<file path="src/rtl/efr_pkg.sv">
package efr_pkg;
   typedef enum logic [4:0] {
      ST_IDLE, ST_PWR_ON,
      ST_EN_WM, ST_EN_PS, ST_EN_WAIT, ST_EN_PB, ST_EN_BURST,
      ST_M_GO, ST_M_POLL,
      ST_DIS_ISO, ST_DIS_WAIT, ST_DIS_PS, ST_DIS_WM,
      ST_S_CTRL, ST_S_LO, ST_S_HI, ST_S_MODE, ST_S_POLL,
      ST_PWR_OFF
   } efr_state_e;

   localparam logic [1:0] SEL_CTRL = 2'd0;
   localparam logic [1:0] SEL_LO   = 2'd1;
   localparam logic [1:0] SEL_HI   = 2'd2;
   localparam logic [1:0] SEL_MODE = 2'd3;
   localparam logic [7:0] SEC_CTRL_VAL = 8'h40;
endpackage

</file>
<file path="src/rtl/efr_timer.sv">
module efr_timer #(
   parameter int W = 8
) (
   input  logic         clk,
   input  logic         rst_n,
   input  logic         load,
   input  logic [W-1:0] load_val,
   output logic         expired
);
   logic [W-1:0] cnt;

   always_ff @(posedge clk or negedge rst_n) begin
      if (!rst_n)          cnt <= '0;
      else if (load)       cnt <= load_val;
      else if (cnt != '0)  cnt <= cnt - 1'b1;
   end

   assign expired = (cnt == '0);
endmodule

</file>
<file path="src/rtl/efr_cursor.sv">
module efr_cursor #(
   parameter int AW = 16,
   parameter int SW = 16
) (
   input  logic          clk,
   input  logic          rst_n,
   input  logic          load,
   input  logic [AW-1:0] ld_addr,
   input  logic [SW-1:0] ld_size,
   input  logic          wide,
   input  logic          step,
   output logic [AW-1:0] cur_addr,
   output logic [SW-1:0] offset,
   output logic          last
);
   logic [SW-1:0] rem;
   logic [SW-1:0] stride;

   assign stride = wide ? SW'(4) : SW'(1);
   assign last   = (rem <= stride);

   always_ff @(posedge clk or negedge rst_n) begin
      if (!rst_n) begin
         cur_addr <= '0;
         offset   <= '0;
         rem      <= '0;
      end else if (load) begin
         cur_addr <= ld_addr;
         offset   <= '0;
         rem      <= ld_size;
      end else if (step) begin
         cur_addr <= cur_addr + AW'(stride);
         offset   <= offset + stride;
         rem      <= rem - stride;
      end
   end
endmodule

</file>
<file path="src/rtl/efuse_rd_seq.sv">
module efuse_rd_seq
   import efr_pkg::*;
#(
   parameter int          ADDR_W      = 16,
   parameter int          SIZE_W      = 16,
   parameter int          CLK_KHZ     = 100000,
   parameter int          DLY_MS      = 1,
   parameter int          PWR_TMO_MS  = 5,
   parameter int          MAIN_TMO_MS = 1000,
   parameter int          SEC_TMO_MS  = 10,
   parameter logic [2:0]  ACT_CODE    = 3'd4
) (
   input  logic              clk,
   input  logic              rst_n,
   input  logic              req_valid,
   input  logic [ADDR_W-1:0] req_addr,
   input  logic [SIZE_W-1:0] req_size,
   input  logic              req_sec,
   input  logic              no_sw_patch,
   output logic              pwr_act_req,
   input  logic [2:0]        pwr_state,
   output logic              wmask_ovr,
   output logic              psw_first,
   output logic              psw_second,
   output logic              iso_en,
   output logic              burst_en,
   output logic [ADDR_W-1:0] m_addr,
   output logic              m_go,
   input  logic              m_rdy,
   input  logic [31:0]       m_data,
   output logic              s_wr,
   output logic [1:0]        s_sel,
   output logic [7:0]        s_wdata,
   input  logic              s_rdy,
   input  logic [7:0]        s_rdata,
   output logic              buf_we,
   output logic [SIZE_W-1:0] buf_addr,
   output logic [31:0]       buf_wdata,
   output logic [3:0]        buf_be,
   output logic              busy,
   output logic              done,
   output logic              err
);
   localparam int DLY_CYC  = DLY_MS * CLK_KHZ;
   localparam int PWR_CYC  = PWR_TMO_MS * CLK_KHZ;
   localparam int MAIN_CYC = MAIN_TMO_MS * CLK_KHZ;
   localparam int SEC_CYC  = SEC_TMO_MS * CLK_KHZ;
   localparam int MAX_CYC  = (MAIN_CYC > PWR_CYC) ? MAIN_CYC : PWR_CYC;
   localparam int CNT_W    = $clog2(MAX_CYC + 1);

   generate
      if (ADDR_W < 9 || ADDR_W > 16)
         $error("ADDR_W must lie in 9..16 for the two-byte secondary address");
      if (SIZE_W < 3)
         $error("SIZE_W too small");
      if (CLK_KHZ < 1 || DLY_MS < 1)
         $error("clock and delay parameters must be positive");
      if (SEC_CYC > MAX_CYC)
         $error("secondary timeout must not exceed the counter range");
   endgenerate

   efr_state_e    st;
   logic          sec_q, skip_q, fail_q;
   logic          accept, reject, empty, m_hit, s_hit;
   logic          tmr_load, tmr_exp;
   logic [CNT_W-1:0] tmr_val;
   logic [ADDR_W-1:0] cur_addr;
   logic [SIZE_W-1:0] offset;
   logic          last;

   assign empty  = (req_size == '0);
   assign reject = !req_sec && (req_addr[1:0] != 2'b00 || req_size[1:0] != 2'b00);
   assign accept = (st == ST_IDLE) && req_valid && !empty && !reject;
   assign m_hit  = (st == ST_M_POLL) && !m_go && m_rdy;
   assign s_hit  = (st == ST_S_POLL) && !s_wr && s_rdy;

   always_comb begin
      tmr_load = 1'b0;
      tmr_val  = '0;
      if (accept) begin
         tmr_load = 1'b1; tmr_val = CNT_W'(PWR_CYC);
      end else if (st == ST_EN_PS || st == ST_DIS_ISO) begin
         tmr_load = 1'b1; tmr_val = CNT_W'(DLY_CYC);
      end else if (st == ST_M_GO) begin
         tmr_load = 1'b1; tmr_val = CNT_W'(MAIN_CYC);
      end else if (st == ST_S_MODE) begin
         tmr_load = 1'b1; tmr_val = CNT_W'(SEC_CYC);
      end
   end

   efr_timer #(.W(CNT_W)) u_tmr (
      .clk(clk), .rst_n(rst_n), .load(tmr_load), .load_val(tmr_val), .expired(tmr_exp)
   );

   efr_cursor #(.AW(ADDR_W), .SW(SIZE_W)) u_cur (
      .clk(clk), .rst_n(rst_n), .load(accept), .ld_addr(req_addr), .ld_size(req_size),
      .wide(!sec_q), .step(m_hit || s_hit), .cur_addr(cur_addr), .offset(offset), .last(last)
   );

   always_ff @(posedge clk or negedge rst_n) begin
      if (!rst_n) begin
         st <= ST_IDLE;
         sec_q <= 1'b0; skip_q <= 1'b0; fail_q <= 1'b0;
         pwr_act_req <= 1'b0;
         wmask_ovr <= 1'b0; psw_first <= 1'b0; psw_second <= 1'b0;
         iso_en <= 1'b1; burst_en <= 1'b0;
         m_addr <= '0; m_go <= 1'b0;
         s_wr <= 1'b0; s_sel <= SEL_CTRL; s_wdata <= '0;
         buf_we <= 1'b0; buf_addr <= '0; buf_wdata <= '0; buf_be <= '0;
         busy <= 1'b0; done <= 1'b0; err <= 1'b0;
      end else begin
         m_go   <= 1'b0;
         s_wr   <= 1'b0;
         buf_we <= 1'b0;
         done   <= 1'b0;
         err    <= 1'b0;
         unique case (st)
            ST_IDLE: if (req_valid) begin
               if (empty)       done <= 1'b1;
               else if (reject) err  <= 1'b1;
               else begin
                  st <= ST_PWR_ON;
                  sec_q <= req_sec; skip_q <= no_sw_patch; fail_q <= 1'b0;
                  busy <= 1'b1; pwr_act_req <= 1'b1;
               end
            end
            ST_PWR_ON:
               if (pwr_state == ACT_CODE) st <= sec_q ? ST_S_CTRL : ST_EN_WM;
               else if (tmr_exp) begin fail_q <= 1'b1; st <= ST_PWR_OFF; end
            ST_EN_WM: begin
               wmask_ovr <= 1'b1;
               st <= skip_q ? ST_EN_BURST : ST_EN_PS;
            end
            ST_EN_PS:   begin psw_first <= 1'b1; st <= ST_EN_WAIT; end
            ST_EN_WAIT: if (tmr_exp) st <= ST_EN_PB;
            ST_EN_PB:   begin psw_second <= 1'b1; iso_en <= 1'b0; st <= ST_EN_BURST; end
            ST_EN_BURST: begin burst_en <= 1'b1; st <= ST_M_GO; end
            ST_M_GO: begin m_go <= 1'b1; m_addr <= cur_addr; st <= ST_M_POLL; end
            ST_M_POLL:
               if (m_hit) begin
                  buf_we <= 1'b1; buf_addr <= offset; buf_wdata <= m_data; buf_be <= 4'hF;
                  if (last) st <= skip_q ? ST_DIS_WM : ST_DIS_ISO;
                  else      st <= ST_M_GO;
               end else if (!m_go && tmr_exp) begin
                  fail_q <= 1'b1;
                  st <= skip_q ? ST_DIS_WM : ST_DIS_ISO;
               end
            ST_DIS_ISO:  begin iso_en <= 1'b1; psw_second <= 1'b0; st <= ST_DIS_WAIT; end
            ST_DIS_WAIT: if (tmr_exp) st <= ST_DIS_PS;
            ST_DIS_PS:   begin psw_first <= 1'b0; st <= ST_DIS_WM; end
            ST_DIS_WM:   begin wmask_ovr <= 1'b0; burst_en <= 1'b0; st <= ST_PWR_OFF; end
            ST_S_CTRL: begin s_wr <= 1'b1; s_sel <= SEL_CTRL; s_wdata <= SEC_CTRL_VAL; st <= ST_S_LO; end
            ST_S_LO:   begin s_wr <= 1'b1; s_sel <= SEL_LO; s_wdata <= cur_addr[7:0]; st <= ST_S_HI; end
            ST_S_HI:   begin
               s_wr <= 1'b1; s_sel <= SEL_HI; s_wdata <= 8'(cur_addr >> 8); st <= ST_S_MODE;
            end
            ST_S_MODE: begin s_wr <= 1'b1; s_sel <= SEL_MODE; s_wdata <= 8'h00; st <= ST_S_POLL; end
            ST_S_POLL:
               if (s_hit) begin
                  buf_we <= 1'b1; buf_addr <= offset; buf_wdata <= {24'h0, s_rdata}; buf_be <= 4'h1;
                  st <= last ? ST_PWR_OFF : ST_S_CTRL;
               end else if (!s_wr && tmr_exp) begin
                  fail_q <= 1'b1; st <= ST_PWR_OFF;
               end
            ST_PWR_OFF: begin
               pwr_act_req <= 1'b0; busy <= 1'b0;
               done <= !fail_q; err <= fail_q;
               st <= ST_IDLE;
            end
            default: st <= ST_IDLE;
         endcase
      end
   end
endmodule

</file>
<file path="config.mk">
export PLATFORM = sky130hd
export DESIGN_NAME = efuse_rd_seq
export DESIGN_NICKNAME = d
export VERILOG_FILES = /design/src/rtl/efr_pkg.sv /design/src/rtl/efr_timer.sv /design/src/rtl/efr_cursor.sv /design/src/rtl/efuse_rd_seq.sv
export SDC_FILE = /design/constraint.sdc
export NUM_CORES = 1
export LEC_CHECK = 0
export ABC_AREA = 1
export ABC_CLOCK_PERIOD_IN_PS = 2500
export BUFFER_PORTS_ARGS = -buffer_cell sky130_fd_sc_hd__buf_2
export CORE_ASPECT_RATIO = 1.2
export CORE_UTILIZATION = 45
export CTS_CLUSTER_SIZE = 16
export DETAILED_ROUTE_END_ITERATION = 7
export PLACE_DENSITY_LB_ADDON = 0.05
export SLEW_MARGIN = 0
export SYNTH_ARGS = -nofsm -noshare
export SYNTH_HDL_FRONTEND = slang
export SYNTH_SLANG_ARGS = --single-unit
</file>
<file path="constraint.sdc">
create_clock -name clk -period 2.5 [get_ports clk]
set_clock_uncertainty 0.15 [all_clocks]
set_input_delay 0.125 -clock clk [delete_from_list [all_inputs] [get_ports clk]]
set_output_delay 0.125 -clock clk [all_outputs]
set_load 0.03 [all_outputs]
</file>
# Word level (Yosys, flattened, before mapping)

Cells that the tools add are included.

Register bits after elaboration: 172
Input bits: 82
Logic and storage cells: 184
Output and inout port bits: 90

$add $sub $neg: 4
Magnitude comparators: 1
Reductions and logical operators: 41
Bitwise logic cells: 2
Equality and inequality tests: 35
Mux-type cells: 76

Operators by type and width:

| cell                  | number |
|---|---|
| $mux 27               | 5 |
| $mux 16               | 8 |
| $pmux 5 s18           | 1 |
| $mux 32               | 2 |
| $pmux 32 s2           | 1 |
| $mux 5                | 12 |
| $eq 5x4->1 const B    | 8 |
| $add 16x16->16        | 2 |
| $pmux 16 s2           | 1 |
| $pmux 8 s4            | 1 |
| $logic_not 27->1      | 1 |
| $reduce_bool 27->1    | 1 |
| $sub 27x1->27 const B | 1 |
| $mux 1                | 25 |
| $ne 2x2->1 const B    | 11 |
| $eq 5x3->1 const B    | 4 |
| $mux 20               | 1 |
| $reduce_bool 2->1     | 10 |
| $pmux 1 s2            | 9 |
| $le 16x16->1          | 1 |
| $logic_not 16->1      | 1 |
| $mux 4                | 4 |
| $sub 16x16->16        | 1 |
| $eq 5x5->1 const B    | 3 |
| 21 further kinds      | 45 |

# Logic depth before layout (Yosys ltp)

Gate-level depths: netlist (run 1).

Depth after elaboration: 7
Depth in mapped cells: 12
Depth with buffers taken out: 12

# Modules after synthesis

A second synthesis (run 1) with hierarchy kept.

Cell total of the unflattened synthesis: 1297
Area, all modules: 9430.3 um2

Modules (own cells, without submodules):

| module       | instances | area an instance (um2) | cells an instance |
|---|---|---|---|
| efuse_rd_seq | 1         | 4394.2                 | 560 |
| efr_cursor   | 1         | 3180.6                 | 443 |
| efr_timer    | 1         | 1855.5                 | 294 |

# Least setup slack after synthesis (run 1)

Ideal clock, no wire load.

Kind: reg-to-reg
Start point: register sec_q
End point: register st[1]
Stages on the path, launching flop included: 11
Slack: 0.511 ns
Data arrival time: 1.721 ns
Buffers on the path: 0
Clock period less this slack: 1.989 ns
Setup time: 0.118 ns
Cells stage by stage: dfrtp_1 > ha_1 > ha_1 > o21ai_0 > nand2_1 > nand3b_1 > nand2_1 > nand2_1 > nand3_1 > nand3_1 > nand2_1

Cells in the longest elaborated chain, start to end: 5
Elaborated cells between the ends (all ways): 9
Classes of those cells: 1 x order compare; 8 x mux

Ends and longest elaborated chain:

| element                                 | RTL line                                 | source |
|---|---|---|
| start: declaration                      | efuse_rd_seq.sv:63                       | `logic sec_q, skip_q, fail_q;` |
| start signal: assignment                | efuse_rd_seq.sv:103                      | `sec_q <= 1'b0; skip_q <= 1'b0; fail_q <= 1'b0;` |
| start signal: assignment                | efuse_rd_seq.sv:123                      | `sec_q <= req_sec; skip_q <= no_sw_patch; fail_q <= 1'b0;` |
| $mux 3                                  | efr_cursor.sv:19                         | `assign stride = wide ? SW'(4) : SW'(1);` |
| $le 16x16->1                            | efr_cursor.sv:20                         | `assign last = (rem <= stride);` |
| $mux 5 / $mux 4 (equally long branches) | efuse_rd_seq.sv:161, efuse_rd_seq.sv:142 |  |
| $mux 5 (on tied branches)               | efuse_rd_seq.sv:159, efuse_rd_seq.sv:140 |  |
| $pmux 5 s18 *                           | efuse_rd_seq.sv:117                      | `unique case (st)` |
| end signal: assignment                  | efuse_rd_seq.sv:128                      | `if (pwr_state == ACT_CODE) st <= sec_q ? ST_S_CTRL : ST_EN_WM;` |
| end signal: assignment                  | efuse_rd_seq.sv:132                      | `st <= skip_q ? ST_EN_BURST : ST_EN_PS;` |
| end signal: assignment                  | efuse_rd_seq.sv:161                      | `st <= last ? ST_PWR_OFF : ST_S_CTRL;` |
| end: declaration                        | efuse_rd_seq.sv:62                       | `efr_state_e st;` |

Mark *: on every way between the ends. The rest lies on a longest branch, timed or not.
A chain may end at the register's enable or synchronous reset.

# Final worst setup path (run 1)

Start point: register st[0]
End point: register buf_wdata[2]

Cells in the longest elaborated chain, start to end: 5
Elaborated cells between the ends (all ways): 11
Classes of those cells: 4 x eq/ne; 1 x mux; 6 x reduce/logical

Ends and longest elaborated chain:

| element                                            | RTL line                                                    | source |
|---|---|---|
| start signal: assignment                           | efuse_rd_seq.sv:128                                         |  |
| start signal: assignment                           | efuse_rd_seq.sv:132                                         |  |
| start signal: assignment                           | efuse_rd_seq.sv:142                                         | `if (last) st <= skip_q ? ST_DIS_WM : ST_DIS_ISO;` |
| $eq 5x5->1 / $eq 5x4->1 (equally long branches)    | efuse_rd_seq.sv:75, efuse_rd_seq.sv:117, efuse_rd_seq.sv:74 |  |
| $logic_and 1x1->1 (on tied branches) (2 in series) | efuse_rd_seq.sv:75, efuse_rd_seq.sv:74                      |  |
| $ne 2x2->1 (no line)                               | -                                                           |  |
| $reduce_and 3->1 (no line)                         | -                                                           |  |
| end signal: assignment                             | efuse_rd_seq.sv:109                                         | `buf_we <= 1'b0; buf_addr <= '0; buf_wdata <= '0; buf_be <= '0;` |
| end signal: assignment                             | efuse_rd_seq.sv:141                                         | `buf_we <= 1'b1; buf_addr <= offset; buf_wdata <= m_data; buf_be <= 4'hF;` |
| end signal: assignment                             | efuse_rd_seq.sv:160                                         | `buf_we <= 1'b1; buf_addr <= offset; buf_wdata <= {24'h0, s_rdata}; buf_be <= 4'h1;` |
| end: declaration                                   | efuse_rd_seq.sv:38                                          | `output logic [31:0] buf_wdata,` |

Parallel ways exist; a longest one is shown, timed or not.

==> flow_metrics.tcl, run 1 <==
set metrics [dict create \
    status "complete, no violations" \
    critical_path.n_buffers_inverters 2 \
    synth_compound_area_share_pct 12.1 \
    synthCells 1092 \
    r2r_slack_ns 0.13 \
    crit_path_start "st[0]" \
    grtUsageTotal_pct 25.6 \
    crit_cells 9 \
    max_freq_ghz 0.422 \
    path_cells "nor2_4 -> nand2_2 -> nor2_4 -> nand2_2 -> nand2_4 -> buf_12 -> nor2_1 -> a31oi_1 -> dlygate4sd3_1" \
    antenna_found_initial 0 \
    period_needed_ns 2.37 \
    drtAntennaViolNets 0 \
    seq_area_frac_synth_pct 48.1 \
    ys_warn_count 0 \
    grt_max_degree 63 \
    dieArea_mm2 0.0202 \
    setup-tns-final_ns 0 \
    cp_max_fo 25 \
    clock_tree.root_cell "clkbuf_16" \
    cp.arrival_ns 2.59 \
    syn-cell-area_mm2 0.00884 \
    cts_made_buffers 17 \
    dpl-instance-area_mm2 0.0100 \
    htreeDepth 4 \
    clock-sinks 170 \
    gp_congestion 0.893 \
    syn_area_per_cell_um2 8.10 \
    rr_endpoint "buf_wdata[2]" \
    min_delay_path_depth 5 \
    syn_nets 1184 \
    nets 1440 \
    min-delay-start "pwr_state[1]" \
    worstPathRequired_ns 2.72 \
    r2r-start "st[0]" \
    dp_hpwl_um 17300 \
    firstDrtPassIters 5 \
    hold_end "st[0]" \
    dieHeight_um 156 \
    synth_top_family_by_area "simple AND/OR/NAND/NOR gates" \
    rsz0062_at_grt "false" \
    critPathMaxStageDelay_ns 0.57 \
    leakage_nw 5.81 \
    cts_tree "done" \
    synthAdderAreaFrac_pct 1.42 \
    reg2regPathDepth 9 \
    drt-initial-drc-count 454 \
    critPathTopFamily "simple AND/OR/NAND/NOR gates" \
    totalWireLength_um 24200 \
    synthFlopType "dfrtp_1" \
    antenna_cells 0 \
    port-buffer-count 171 \
    max_cap_viol_count 0 \
    die_width_um 130 \
    finish.instance_area_mm2 0.0114 \
    path_clk_slew_ns 0.07 \
    num_vias 8149 \
    yosys.area_share.simple_pct 27.7 \
    holdCritPathClass "in2reg" \
    tightestPinTransition_ns 0.762 \
    synth_seq_cells 170 \
    cp-end-kind "register" \
    viasPerCell 5.04 \
    wl_per_cell_um 15.0 \
    worst-setup-path-type "reg2reg" \
    grt_pass1_wl_um 39900 \
    synth-xor-area-share_pct 2.97 \
    clk-insertion-delay-late_ns 0.43 \
    placementRows 55 \
    start_kind "register" \
    core_mm2 0.0191 \
    pin_count 172 \
    drc 0 \
    drive_gt1_share_pct 19.8 \
    synthMuxAreaShare_pct 0 \
    slew_headroom_pct 49.0 \
    first_global_vias 7880 \
    ir_drop_uv 558 \
    initial_utilization_pct 46.4 \
    finalHoldViolations 0 \
    slew_viol_final 0 \
    clockBufferDepth 2 \
    grt-ovfl-total 0 \
    powerDensity_mw_per_mm2 1170 \
    async_flop_share_pct 100 \
    synth_edf_count 0 \
    finalSetupViolCount 0 \
    finalCritPeriodShare_pct 94.8 \
    synth_cell_types 47 \
    syn2layout_area_growth_pct 29.1 \
    slowest_stage "dlygate4sd3_1" \
]
## stage by stage
stage | total power (W) | util, % | std cells | hold slack, ns | setup WS (ns)
floorplan | 0.00878 | - | 1092 | -0.321 | 0.511
CTS | 0.0134 | 59.8 | 1617 | 0.0494 | 0.0619
global placement | 0.0103 | 52.4 | 1506 | -0.106 | 0.275
global route | 0.0144 | 59.9 | 1617 | 0.0605 | 0.000847
finish | 0.0134 | 59.9 | 1617 | 0.0657 | 0.130
detailed placement | 0.0104 | 52.4 | 1506 | -0.111 | 0.213
## power by group
group          total (W)  leakage (nW)  switching, W  internal, W
Clock            0.00279         0.295       0.00119      0.00160
Sequential       0.00465          2.18      0.000833      0.00382
Combinational    0.00593          3.33       0.00386      0.00207
Total             0.0134          5.81       0.00588      0.00749
## cell usage after synthesis (12+ instances only)
library cell	n	area, µm²
nor2_1	123	462
inv_1	111	417
xor2_1	21	184
nand4_1	13	81.3
o211ai_1	12	90.1
nor3_1	20	100
nand2_1	289	1080
nand3_1	76	380
a31oi_1	12	75.1
o21ai_0	51	255
a22o_1	26	228
buf_2	14	70.1
dfrtp_1	169	4230
a21oi_1	39	195
## logic make-up after synthesis
family / count (synthesis)
XOR/XNOR: 30
AND/OR/NAND/NOR: 559
adder cells (fa/ha/maj): 10
AO/OA/AOI/OAI: 170
flip-flops: 170
buffers and inverters: 153
## worst reg2reg max path: stages, from the launching register on
cell,delay (ns)
dfrtp_2,0.44
nor2_4,0.18
nand2_2,0.14
nor2_4,0.17
nand2_2,0.13
nand2_4,0.14
buf_12,0.17
nor2_1,0.06
a31oi_1,0.16
dlygate4sd3_1,0.57
## repair_timing
item	in CTS	in global routing
resized for setup	0	6
setup endpoints to repair	0	12
setup buffers	0	0
endpoints found under the hold margin	237	0
hold buffers	79	0
## flip-flops by register name (all words and copies together), names as in the netlist, 2 cells and up
signal          count
u_tmr.cnt          27
buf_addr           16
buf_be              2
s_wdata             8
st                  5
buf_wdata          32
s_sel               2
m_addr             16
u_cur.cur_addr     16
u_cur.rem          16
u_cur.offset       16
## placed cells by master, fill, tap and decap left out, types with 26 or more instances in the layout
master	netlist	final
nand2_1	289	289
a21oi_1	39	39
inv_1	111	111
a22o_1	26	26
nand3_1	76	76
dfrtp_1	169	167
dlygate4sd3_1	0	79
nor2_1	123	122
o21ai_0	51	51
buf_2	14	170
## per-layer routing
metal  part of all wire, %  GRT usage, %
met3                   3.2          3.40
met2                    48          42.1
met4                   1.9          8.91
met5                     0             0
met1                    47          34.5
## layout make-up
cell class / count / area [µm²]
Fill cell: 1738 / 7650
Inverter: 120 / 457
Timing Repair Buffer: 270 / 1850
Multi-Input combinational cell: 769 / 3920
Clock buffer: 18 / 429
Clock inverter: 14 / 183
Tap cell: 256 / 320
Sequential cell: 170 / 4260
## worst max-delay path by stage
stage / end / slack, ns
finish: buf_wdata[2] / 0.13
global route: buf_wdata[7] / 0.0008
CTS: buf_wdata[6] / 0.06
detailed placement: u_cur.cur_addr[12] / 0.21
global placement: u_cur.cur_addr[12] / 0.28
floorplan: st[1] / 0.51
No activity file was read; power rests on OpenSTA's default activity.
==> run 2, diff against run 1 <==
ABC_CLOCK_PERIOD_IN_PS = 2910   (was 2500)
clock period = 2.91 ns   (was 2.5 ns; I/O delays follow)
==> flow_metrics.tcl, run 2 (same netlist as run 1, synthesis figures left out) <==
set metrics [dict create \
    status "complete, no violations" \
    slew_headroom_pct 52.2 \
    dieHeight_um 156 \
    wl_per_cell_um 15.1 \
    whs_ns 0.118 \
    largest_reg_flops 32 \
    setup-tns-final_ns 0 \
    critPathMaxStageDelay_ns 0.59 \
    cp-end-kind "register" \
    p_comb_share_pct 44.6 \
    totalWireLength_um 24300 \
    pin_count 172 \
    num_vias 8186 \
    grtUsageTotal_pct 25.4 \
    p_int_w 0.00632 \
    worstPathRequired_ns 3.12 \
    firstDrtPassIters 5 \
    mostFrequentLayoutCell "nand2_1" \
    drtAntennaViolNets 0 \
    initial_utilization_pct 46.4 \
    clock-sinks 170 \
    leakage_nw 5.75 \
    cts_tree "done" \
    placementRows 55 \
    rsz0062_at_grt "false" \
    max_cap_viol_count 0 \
    clock_tree.root_cell "clkbuf_16" \
    critical_path.n_buffers_inverters 2 \
    gp_congestion 0.917 \
    htreeDepth 4 \
    syn2layout_area_growth_pct 27.7 \
    tightestPinTransition_ns 0.713 \
    grt_pass1_wl_um 39700 \
    drc 0 \
    power_frac_seq_pct 35.3 \
    antenna_cells 0 \
    critPathTopFamily "buffers and inverters" \
    regMostFlops "buf_wdata" \
    worst-setup-path-type "reg2reg" \
    nets 1433 \
    max_freq_ghz 0.386 \
    swShare_pct 44.2 \
    powerDensity_mw_per_mm2 1000 \
    finalCritPeriodShare_pct 89.1 \
    slowest_stage "dlygate4sd3_1" \
    clkPwrFrac_pct 20.0 \
    cp.arrival_ns 2.80 \
    finalSetupViolCount 0 \
    top_regs "buf_wdata: 32 flops, u_tmr.cnt: 27 flops" \
    antenna_found_initial 0 \
    ir_drop_uv 555 \
    clk-insertion-delay-late_ns 0.43 \
    grt_max_degree 64 \
    port-buffer-count 171 \
    p_sw_w 0.00501 \
    path_cells "nor2_4 -> nand2_2 -> nor2_4 -> nand2_2 -> nand2_4 -> buf_6 -> nor2_1 -> a31oi_1 -> dlygate4sd3_1" \
    first_global_vias 7994 \
    drive_gt1_share_pct 19.4 \
    core_mm2 0.0191 \
    cp_max_fo 58 \
    grt-ovfl-total 0 \
    layout_common_cells "289 x nand2_1, 170 x buf_2, 169 x dfrtp_1, 123 x nor2_1, 111 x inv_1" \
    path_clk_slew_ns 0.07 \
    start_kind "register" \
    finalHoldViolations 0 \
    dp_hpwl_um 17300 \
    drt-initial-drc-count 597 \
    period_needed_ns 2.59 \
    cts_made_buffers 17 \
    viasPerCell 5.08 \
    dieArea_mm2 0.0202 \
    holdCritPathClass "in2reg" \
    slew_viol_final 0 \
    clockBufferDepth 2 \
    die_width_um 130 \
]
run 2: cell count changes in the layout (fill, tap and decap cells not counted), moves of 2 or more:
cell,previous run,this run
buf_12,4,1
buf_4,16,13
clkinv_2,2,4
dfrtp_1,167,169
dfrtp_2,2,0
dlygate4sd3_1,79,77
inv_6,7,5
run 2: through the flow:
| stage | setup WS [ns] | util, % | area [µm²] | cells | total power (W) |
|---|---|---|---|---|---|
| after CTS | 0.244 | 59.2 | 11300 | 1610 | 0.0114 |
| after global routing | 0.113 | 59.2 | 11300 | 1610 | 0.0122 |
| after detailed placement | 0.406 | 52.1 | 9930 | 1501 | 0.00890 |
| after global placement | 0.436 | 52.1 | 9930 | 1501 | 0.00885 |
| after floorplan | 0.921 | - | 8840 | 1092 | 0.00754 |
| final | 0.317 | 59.2 | 11300 | 1610 | 0.0113 |
run 2: layout make-up:
class | count | area [µm²]
clock inverter | 13 | 141
fill | 1800 | 7770
multi-input combinational | 769 | 3910
tap | 256 | 320
timing repair buffer | 263 | 1760
clock buffer | 19 | 443
inverter | 120 | 457
sequential | 170 | 4260
run 2: routing by layer:
metal | up-vias | track usage [%] | share of wire [%]
met2 | 235 | 42.2 | 49
li1 | 4063 | - | -
met3 | 24 | 3.46 | 4.4
met1 | 3864 | 34.0 | 45
met5 | - | 0 | 0
met4 | 0 | 8.31 | 1.5
run 2: tightest hold or removal path, cell delays in order:
cell and delay [ns]:
buf_2 0.09, nand2_1 0.06, inv_1 0.06, nand2_2 0.09, inv_1 0.06, nand2_1 0.06
nand4_1 0.08
run 2: worst paths after layout:
path | slack, ns | depth (start not counted) | startpoint | end
min in group asynchronous | 0.14 | 2 | rst_n | m_addr[8]
worst min-delay path | 0.12 | 7 | s_rdy | st[3]
worst min register to register | 0.31 | 2 | iso_en | iso_en
worst max register to register | 0.32 | 9 | st[1] | buf_wdata[2]
worst max-delay path | 0.32 | 9 | st[1] | buf_wdata[2]
max in group asynchronous | 1.67 | 3 | rst_n | iso_en
run 2: timing repair:
action / CTS / global route
buffers inserted: 0 / 0
setup endpoints to repair: 0 / 2
resized for setup: 0 / 1
hold buffers: 77 / 0
endpoints found under the hold margin: 126 / 0
run 2: power by group through the flow:
stage	registers [W]	logic, W	clock network [W]
after floorplan	0.00476	0.00278	0
after global placement	0.00402	0.00483	0
after detailed placement	0.00402	0.00489	0
after CTS	0.00400	0.00506	0.00232
after global routing	0.00413	0.00565	0.00240
final	0.00401	0.00506	0.00227
==> run 3, diff against run 2 <==
ABC_CLOCK_PERIOD_IN_PS = default   (was 2910)
clock period = 3 ns   (was 2.91 ns; I/O delays follow)
==> flow_metrics.tcl, run 3 (same netlist as run 1, synthesis figures left out) <==
set metrics [dict create \
    top_regs "buf_wdata: 32 flops, u_tmr.cnt: 27 flops" \
    slew_viol_final 0 \
    clockBufferDepth 2 \
    die_width_um 130 \
    antenna_found_initial 0 \
    finalCritPeriodShare_pct 87.4 \
    fin_util_pct 59.1 \
    start_kind "register" \
    syn2layout_area_growth_pct 27.4 \
    p_comb_share_pct 44.5 \
    pin_count 172 \
    powerDensity_mw_per_mm2 975 \
    layout_common_cells "289 x nand2_1, 170 x buf_2, 169 x dfrtp_1, 123 x nor2_1, 111 x inv_1" \
    drive_gt1_share_pct 18.9 \
    status "complete, no violations" \
    p_sw_w 0.00484 \
    cp_max_fo 25 \
    path_clk_slew_ns 0.06 \
    tightestPinTransition_ns 0.727 \
    dp_hpwl_um 17100 \
    top_usage_layer "met2" \
    grt_max_degree 73 \
    clock-sinks 170 \
    critPathMaxStageDelay_ns 0.57 \
    largest_reg_flops 32 \
    wl_per_cell_um 15.1 \
    num-fill-cells 1761 \
    placedCellCount 1496 \
    critical_path.n_buffers_inverters 2 \
    antenna_cells 0 \
    worstPathRequired_ns 3.22 \
    dieArea_mm2 0.0202 \
    grtUsageTotal_pct 25.5 \
    use_met2_pct 41.4 \
    met3_usage_pct 4.70 \
    holdCritPathClass "in2async" \
    ir_drop_uv 548 \
    path_cells "nor2_4 -> nand2_2 -> nor2_4 -> nand2_2 -> nand2_4 -> buf_4 -> nor2_1 -> a31oi_1 -> dlygate4sd3_1" \
    critPathTopFamily "simple AND/OR/NAND/NOR gates" \
    period_needed_ns 2.62 \
    worst-setup-path-type "reg2reg" \
    cp-end-kind "register" \
    max_cap_viol_count 0 \
    power_frac_seq_pct 35.2 \
    clkPwrFrac_pct 20.2 \
    regMostFlops "buf_wdata" \
    port-buffer-count 171 \
    mostFrequentLayoutCell "nand2_1" \
    swShare_pct 44.1 \
    firstDrtPassIters 5 \
    slowest_stage "dlygate4sd3_1" \
    cts_made_buffers 17 \
    viasPerCell 5.10 \
    core_mm2 0.0191 \
    clock_tree.root_cell "clkbuf_16" \
    htreeDepth 4 \
    finalHoldViolations 0 \
    grt-ovfl-total 0 \
    grt_pass1_wl_um 39800 \
    final_cells 1603 \
    cp.arrival_ns 2.84 \
    rsz0062_at_grt "false" \
    cts_tree "done" \
    leakage_nw 5.74 \
    finalSetupViolCount 0 \
    clk-insertion-delay-late_ns 0.43 \
    setup-tns-final_ns 0 \
    cts_resized 0 \
    drtAntennaViolNets 0 \
    p_int_w 0.00614 \
    initial_utilization_pct 46.4 \
    dieHeight_um 156 \
    drc 0 \
    slew_headroom_pct 51.2 \
    gp_congestion 0.863 \
    totalWireLength_um 24200 \
    placementRows 55 \
    num_vias 8175 \
    max_freq_ghz 0.381 \
    use_met1_pct 34.0 \
    fin_ws_ns 0.377 \
    drt-initial-drc-count 491 \
    first_global_vias 7940 \
    place_ws_ns 0.501 \
    nets 1428 \
]
[run 3: changes by cell type in the layout (fill, tap and decap cells not counted)]
cell / delta
buf_4: -5
clkinv_2: -2
clkinv_4: +3
buf_6: -1
inv_6: -3
buf_12: +1
clkbuf_8: +2
clkinvlp_4: -2
[run 3: stage by stage]
stage	hold WS, ns	total power (W)	instance area (µm²)
after floorplan	-0.296	0.00731	8840
after CTS	0.0919	0.0110	11300
after global routing	0.127	0.0118	11300
final	0.0746	0.0110	11300
after detailed placement	-0.0226	0.00862	9910
after global placement	-0.0244	0.00859	9910
[run 3: final cells by class]
cell class	count	area, µm²	area share, %
Timing Repair Buffer	258	1730	15.4
Inverter	120	457	4.05
Clock inverter	9	116	1.03
Multi-Input combinational cell	769	3910	34.7
Tap cell	256	320	2.84
Clock buffer	21	470	4.18
Sequential cell	170	4260	37.8
[run 3: path summary, 6_finish.rpt]
path | startpoint | to | slack (ns) | cells after the start
hold reg to reg | iso_en | iso_en | 0.31 | 2
setup / recovery | st[1] | buf_wdata[0] | 0.38 | 9
max in group asynchronous | rst_n | iso_en | 1.83 | 3
setup reg to reg | st[1] | buf_wdata[0] | 0.38 | 9
hold / removal | rst_n | buf_wdata[6] | 0.07 | 2
min in group clk | pwr_state[1] | st[0] | 0.12 | 5
[run 3: worst register-to-register path, stage by stage (launching register included)]
cell,delay (ns)
dfrtp_1,0.43
nor2_4,0.19
nand2_2,0.14
nor2_4,0.16
nand2_2,0.12
nand2_4,0.26
buf_4,0.34
nor2_1,0.07
a31oi_1,0.13
dlygate4sd3_1,0.57
[run 3: power groups by stage]
stage	Clock (W)	Combinational (W)	Sequential, W
floorplan	0	0.00270	0.00461
global placement	0	0.00469	0.00390
detailed placement	0	0.00474	0.00389
CTS	0.00226	0.00491	0.00386
global route	0.00235	0.00548	0.00399
finish	0.00222	0.00489	0.00387
[run 3: timing repair]
item / CTS / global route
hold buffers: 77 / 0
endpoints found under the hold margin: 199 / 0
buffers inserted: 0 / 0
[run 3: layer usage]
metal  wire [µm]  vias up
met5           0        -
met4         509        0
met3        1110       37
met2       11500      229
met1       11100     3856
li1            -     4053
